## config.mk

```make
export PLATFORM = sky130hd
export DESIGN_NAME = serial_bank_loader
export DESIGN_NICKNAME = d
export VERILOG_FILES = /design/src/rtl/serial_bank_loader.sv
export SDC_FILE = /design/constraint.sdc
export NUM_CORES = 1
export LEC_CHECK = 0
export BUFFER_PORTS_ARGS = -buffer_cell sky130_fd_sc_hd__buf_2
export CORE_ASPECT_RATIO = 1.75
export CORE_MARGIN = 1
export CORE_UTILIZATION = 37
export CTS_CLUSTER_SIZE = 24
export DETAILED_ROUTE_END_ITERATION = 10
export GPL_ROUTABILITY_DRIVEN = 0
export GPL_TIMING_DRIVEN = 1
export PLACE_DENSITY_LB_ADDON = 0.05
export SLEW_MARGIN = 10
export SYNTH_ARGS = -nofsm -noshare
export SYNTH_HDL_FRONTEND = slang
export SYNTH_SLANG_ARGS = --single-unit
```

## constraint.sdc

```tcl
create_clock -name clk -period 5.1 [get_ports clk]
set_input_delay 1.02 -clock clk [delete_from_list [all_inputs] [get_ports clk]]
set_output_delay 1.02 -clock clk [all_outputs]
set_load 0.01 [all_outputs]
```

## src/rtl/serial_bank_loader.sv

```systemverilog
module serial_bank_loader #(
  parameter int ADDR_W     = 16,
  parameter int DATA_W     = 8,
  parameter int VAL_W      = 5,
  parameter int ABORT_BIT  = 7,
  parameter int CTRL_INIT  = 12,
  parameter int ABORT_MASK = 12
) (
  input  logic              clk,
  input  logic              rst_n,
  input  logic              wr_en,
  input  logic [ADDR_W-1:0] wr_addr,
  input  logic [DATA_W-1:0] wr_data,
  output logic [VAL_W-1:0]  ctrl_q,
  output logic [VAL_W-1:0]  chr0_q,
  output logic [VAL_W-1:0]  chr1_q,
  output logic [VAL_W-1:0]  prg_q
);
  localparam int CNT_W = $clog2(VAL_W);
  localparam logic [CNT_W-1:0] LAST_CNT = CNT_W'(VAL_W - 1);
  localparam logic [VAL_W-1:0] CTRL_RST = VAL_W'(CTRL_INIT);
  localparam logic [VAL_W-1:0] FORCE_SET = VAL_W'(ABORT_MASK);

  logic [VAL_W-2:0] sr;
  logic [CNT_W-1:0] cnt;

  wire hit   = wr_en && wr_addr[ADDR_W-1];
  wire abort = hit && wr_data[ABORT_BIT];
  wire load  = hit && !wr_data[ABORT_BIT];
  wire last  = load && (cnt == LAST_CNT);
  wire [1:0] sel = wr_addr[ADDR_W-2:ADDR_W-3];
  wire [VAL_W-1:0] full = {wr_data[0], sr};
  wire [VAL_W-2:0] bit_in = {{(VAL_W-2){1'b0}}, wr_data[0]} << cnt;

  always_ff @(posedge clk or negedge rst_n) begin
    if (!rst_n) begin
      sr     <= '0;
      cnt    <= '0;
      ctrl_q <= CTRL_RST;
      chr0_q <= '0;
      chr1_q <= '0;
      prg_q  <= '0;
    end else if (abort) begin
      sr     <= '0;
      cnt    <= '0;
      ctrl_q <= ctrl_q | FORCE_SET;
    end else if (last) begin
      sr  <= '0;
      cnt <= '0;
      case (sel)
        2'd0:    ctrl_q <= full;
        2'd1:    chr0_q <= full;
        2'd2:    chr1_q <= full;
        default: prg_q  <= full;
      endcase
    end else if (load) begin
      sr  <= sr | bit_in;
      cnt <= cnt + 1'b1;
    end
  end


  cnt_range_chk: assert property (@(posedge clk) disable iff (!rst_n)
    cnt <= LAST_CNT);


  abort_force_chk: assert property (@(posedge clk) disable iff (!rst_n)
    abort |=> ((ctrl_q & FORCE_SET) == FORCE_SET) && (cnt == '0)
              && $stable(chr0_q) && $stable(chr1_q) && $stable(prg_q));


  idle_hold_chk: assert property (@(posedge clk) disable iff (!rst_n)
    !hit |=> $stable(ctrl_q) && $stable(chr0_q) && $stable(chr1_q)
             && $stable(prg_q) && $stable(cnt) && $stable(sr));


  commit_clear_chk: assert property (@(posedge clk) disable iff (!rst_n)
    last |=> (cnt == '0) && (sr == '0));


  prg_commit_chk: assert property (@(posedge clk) disable iff (!rst_n)
    (last && sel == 2'd3) |=> prg_q == $past(full));


  chr0_hold_chk: assert property (@(posedge clk) disable iff (!rst_n)
    !(last && sel == 2'd1) |=> $stable(chr0_q));


  early_hold_chk: assert property (@(posedge clk) disable iff (!rst_n)
    (load && !last) |=> $stable(ctrl_q) && $stable(chr0_q)
                        && $stable(chr1_q) && $stable(prg_q));
endmodule

```

==> results_dict.tcl, run 1 <==
set metrics [dict create \
    first_pass_iters 5 \
    ios 47 \
    nets 147 \
    crit_path_start_kind "input pin" \
    antenna_found_initial 0 \
    cp_data_arrival_time_ns 2.33 \
    clock-skew-final_ns 0.00507 \
    cts_resized 0 \
    worstPathMaxFanout 7 \
    synth-seq-cells 27 \
    area_growth_pct 18.8 \
    status "finished, final reports clean" \
    crit_family "simple AND/OR/NAND/NOR gates" \
    drive_gt1_share_pct 46.2 \
    wl_per_cell_um 14.4 \
    cts_hold_buf 0 \
    worstPathRequired_ns 5.25 \
    fin_crit_sh_pct 42.6 \
    fin_cells 145 \
    fp-row-count 26 \
    path_cells "buf_2, nand4b_1, nor3_1, mux2_2" \
    vdd_drop_max_uv 236 \
    clockBufferDepth 2 \
    sw_frac_of_total_pct 26.8 \
    pwr-share-seq_pct 58.9 \
    clock.fmax_ghz 0.460 \
    tritoncts "done" \
    htreeDepth 1 \
    syn_inst 86 \
    seq_area_frac_synth_pct 59.2 \
    clk_pin_slew_ns 0.08 \
    setup_viol 0 \
    slowest_delay_ns 0.56 \
    p_switching_mw 0.117 \
    die-height_um 75.6 \
    slew_violations 0 \
    leakagePower_nw 0.724 \
    rsz0062_at_grt "false" \
    crit_path_end_kind "flop" \
    p_int_mw 0.321 \
    worstSetupPathType "input pin to flop" \
    antenna_left 0 \
    place_ws_ns 2.61 \
    grt_pass1_vias 697 \
    comb_power_share_pct 14.4 \
    worstMarginPinSlew_ns 0.699 \
    synth_nets 115 \
    ys_warn_count 0 \
    cts_root_buf "clkbuf_8" \
    place_inst 141 \
    hold_violations 0 \
    cts_setup_buffers 0 \
    synth_cell_types 24 \
    vias 758 \
    avgSynthCellArea_um2 13.3 \
    start_util_pct 39.1 \
    die_area_um2 3330 \
    clock_power_share_pct 26.7 \
    port_buffers 27 \
    wl_mm 2.08 \
    drt_iter0_drc 19 \
    crit_buf_inv 1 \
    nFillCells 297 \
    min_path_type "flop to flop" \
    grt_pass1_wl_mm 3.42 \
    layout_common_cells "buf_2 (27), dfrtp_1 (25), mux2_2 (15)" \
    layout_min_cycle_time_ns 2.17 \
    crit_slowest_cell "nor3_1" \
    grtUsageTotal_pct 14.2 \
    powerDensity_nw_per_um2 322 \
    cts_sinks 27 \
    diodes 0 \
    dp_hpwl_mm 1.57 \
    finalSetupTns_ns 0 \
    maxCapViolations 0 \
    core-area_um2 2930 \
    maxSlewHeadroom_pct 53.1 \
    cts_inserted_buffers 3 \
    fin_ws_ns 2.93 \
    grt-ovfl-total 0 \
    die_x_um 44.1 \
    clock_latency_ns 0.26 \
    final_common_cell "buf_2" \
    via_per_inst 5.23 \
    synth_area_um2 1150 \
    grt_max_degree 28 \
    drcViolationCount 0 \
]
registers in the layout, summed over array words and instances (netlist names):
name	flops
chr0_q	5
chr1_q	5
cnt	3
ctrl_q	5
prg_q	5
sr	4
stage by stage:
stage,power [mW],util [%],hold WS (ns),area [µm²]
3_3_place_gp,0.325,45.0,0.485,1320
4_1_cts,0.444,46.5,0.511,1360
2_1_floorplan,0.296,-,0.510,1150
3_5_place_dp,0.327,45.0,0.491,1320
5_1_grt,0.466,46.5,0.522,1360
6_report,0.438,46.5,0.506,1360
worst register-to-register path, stage by stage, from the launching register on:
cell and delay (ns):
dfrtp_1 0.44, inv_1 0.11, ha_1 0.22, nand2_1 0.09, nor3_1 0.59, mux2_2 0.41
layer usage:
metal / wire length (µm) / vias up / track usage (%)
li1: - / 375 / -
met4: 23 / 0 / 7.07
met5: 0 / - / 0
met1: 976 / 362 / 19.0
met2: 1010 / 19 / 22.2
met3: 72 / 2 / 2.37
layout make-up:
cell class	instances	area, µm²	area share, %
Inverter	2	7.51	0.551
Tap cell	28	35.0	2.57
Sequential cell	27	678	49.8
Multi-Input combinational cell	57	460	33.8
Timing Repair Buffer	27	135	9.93
Clock buffer	4	45.0	3.31
kinds of logic (layout without fill, tap and decap cells):
kind of cell / after synthesis / count (layout) / synth area share [%]
AOI/OAI and AO/OA: 11 / 11 / 5.89
xor gates and xnor gates: 1 / 1 / 0.764
adders and majority gates: 2 / 2 / 2.18
buffers and inverters: 2 / 33 / 0.655
DFF: 27 / 27 / 59.2
muxes: 18 / 18 / 18.7
and+or+nand+nor: 25 / 25 / 12.7
final timing paths:
check	from	endpoint	slack, ns	depth (start not counted)
max	wr_data[7]	chr0_q[4]	2.93	4
max in group asynchronous	rst_n	cnt[2]	3.97	1
max reg2reg	cnt[0]	chr0_q[4]	3.14	5
min in group asynchronous	rst_n	ctrl_q[4]	0.75	1
min reg2reg	prg_q[4]	prg_q[4]	0.51	1
min	prg_q[4]	prg_q[4]	0.51	1
cell usage after synthesis, drive strengths merged:
master / count / area [µm²]
dfrtp: 25 / 626
mux2: 18 / 214
nor2: 7 / 26.3
nor3: 6 / 35.0
a31oi: 4 / 25.0
nand2: 4 / 17.5
a21oi: 3 / 15.0
a211oi: 2 / 15.0
dfstp: 2 / 52.6
ha: 2 / 25.0
inv: 2 / 7.51
nand3: 2 / 10.0
a21o: 1 / 7.51
and4b: 1 / 10.0
and4bb: 1 / 12.5
nand4b: 1 / 8.76
nor3b: 1 / 7.51
o21ai: 1 / 5.00
or2: 1 / 6.26
or4: 1 / 11.3
xor2: 1 / 8.76
power groups by stage:
stage	Sequential (mW)	Clock (mW)	Combinational, mW
after global routing	0.262	0.130	0.0728
after CTS	0.259	0.121	0.0645
after floorplan	0.261	0	0.0350
final	0.258	0.117	0.0631
after detailed placement	0.263	0	0.0640
after global placement	0.262	0	0.0630
Note: power is estimated with default switching activity, not from simulation.
==> run 2, diff against run 1 <==
Clock period 5.1 ns to 1.91 ns, I/O delays scaled along.
==> run 2 against run 1 <==
Total power increased to 2.7 times the previous value; worst hold slack got worse by 0.40 ns; non-clock buffer count increased by 4; critical path depth increased by 1; via count increased by 4.5%; critical endpoint is now ctrl_q[0]; count of clock-buffer cells in the layout decreased by 1; global-route usage increased by 0.20 points; largest cell class unchanged; clock power increased to 2.6 times the previous value; cell area increased by 2.3%; sequential cell count unchanged; wire length increased by 3.5%; sequential share of layout area decreased by 1.1 points.
==> results_dict.tcl, run 2 (synthesized netlist as in run 1, its figures left out) <==
set metrics [dict create \
    finalSetupTns_ns 0 \
    crit_slowest_cell "or4_4" \
    cts_sinks 27 \
    rsz0062_at_grt "false" \
    sw_frac_of_total_pct 27.0 \
    cts_inserted_buffers 3 \
    worstPathMaxFanout 5 \
    antenna_found_initial 0 \
    antenna_left 0 \
    setup_viol 0 \
    crit_path_start_kind "flop" \
    die-height_um 75.6 \
    crit_buf_inv 1 \
    slowest_delay_ns 0.47 \
    start_util_pct 39.1 \
    status "finished, final reports clean" \
    hold_violations 0 \
    slew_violations 0 \
    ios 47 \
    drcViolationCount 0 \
    drive_gt1_share_pct 48.8 \
    die_area_um2 3330 \
    regArea_um2 678 \
    final_common_cell "buf_2" \
    maxCapViolations 0 \
    vias 792 \
    dp_hpwl_mm 1.62 \
    crit_family "simple AND/OR/NAND/NOR gates" \
    worstSetupPathType "flop to flop" \
    comb_power_share_pct 15.3 \
    reg2reg_from "cnt[1]" \
    via_per_inst 5.32 \
    maxSlewHeadroom_pct 61.4 \
    cp-startpoint "cnt[1]" \
    grtUsageTotal_pct 14.4 \
    grt-ovfl-total 0 \
    min_path_type "input pin to asynchronous set/reset pin" \
    first_pass_iters 6 \
    nFillCells 287 \
    grt_pass1_wl_mm 3.44 \
    worstPathRequired_ns 2.07 \
    grt_pass1_vias 731 \
    drt_iter0_drc 10 \
    clock_latency_ns 0.27 \
    crit_path_end_kind "flop" \
    port_buffers 27 \
    cts_resized 0 \
    worstMarginPinSlew_ns 0.579 \
    clk_pin_slew_ns 0.09 \
    placed_cell_area_um2 1350 \
    multi_input_comb_area_um2 460 \
    pwr-share-seq_pct 58.3 \
    clock-skew-final_ns 0.00409 \
    clockBufferDepth 2 \
    area_growth_pct 21.5 \
    powerDensity_nw_per_um2 844 \
    core-area_um2 2930 \
    p_int_mw 0.859 \
    fp-row-count 26 \
    grt_max_degree 28 \
    p_switching_mw 0.317 \
    path_cells "inv_1, ha_1, nand2_1, or4_4, mux2_4" \
    nets 151 \
    vdd_drop_max_uv 601 \
    tritoncts "done" \
    final_cell_area_um2 1390 \
    die_x_um 44.1 \
    cp_data_arrival_time_ns 1.89 \
    clock_power_share_pct 26.4 \
    wl_mm 2.16 \
    leakagePower_nw 0.748 \
    wl_per_cell_um 14.5 \
    fin_crit_sh_pct 90.7 \
    cts_root_buf "clkbuf_8" \
    htreeDepth 1 \
    layout_common_cells "buf_2 (27), dfrtp_1 (25), mux2_2 (15)" \
    cts_setup_buffers 0 \
    diodes 0 \
    clock.fmax_ghz 0.577 \
    cts_hold_buf 0 \
    layout_min_cycle_time_ns 1.73 \
]
run 2: worst reg2reg max path, cell delays in order (launching register included):
cell	delay [ns]
dfrtp_1	0.43
inv_1	0.11
ha_1	0.22
nand2_1	0.08
or4_4	0.47
mux2_4	0.31
run 2: layout make-up:
cell class,count,share of cell area [%]
repair buffers,31,11.9
inverters,2,0.539
flip-flops and latches,27,48.7
clock inverters,1,0.359
multi-input cells,57,33.1
clock buffers,3,2.96
well taps,28,2.52
run 2: stage by stage:
step	utilization (%)	cells	power [mW]	hold slack [ns]	setup slack [ns]
finish	47.6	149	1.18	0.105	0.178
global route	47.6	149	1.25	0.148	0.0981
CTS	47.6	149	1.20	0.124	0.171
detailed placement	46.0	145	0.881	0.424	0.159
global placement	46.0	145	0.875	0.413	0.171
floorplan	-	86	0.790	0.0864	0.205
run 2: power by group through the flow:
| stage | combinational [mW] | sequential [mW] | clock (mW) |
|---|---|---|---|
| floorplan | 0.0935 | 0.696 | 0 |
| global placement | 0.179 | 0.696 | 0 |
| detailed placement | 0.183 | 0.698 | 0 |
| CTS | 0.183 | 0.687 | 0.327 |
| global route | 0.203 | 0.696 | 0.347 |
| finish | 0.180 | 0.686 | 0.310 |
run 2: path summary, 6_finish.rpt:
kind	endpoint	slack [ns]	cells past startpoint
max	ctrl_q[0]	0.18	5
min reg2reg	prg_q[1]	0.50	1
max in group asynchronous	ctrl_q[3]	1.43	1
min	ctrl_q[4]	0.11	1
max reg2reg	ctrl_q[0]	0.18	5
min in group clk	ctrl_q[3]	0.43	3
run 2: routing by layer:
layer | track usage (%) | wire length [µm]
met5 | 0 | 0
met2 | 24.0 | 1170
met4 | 8.08 | 28
met1 | 17.6 | 897
met3 | 2.13 | 62
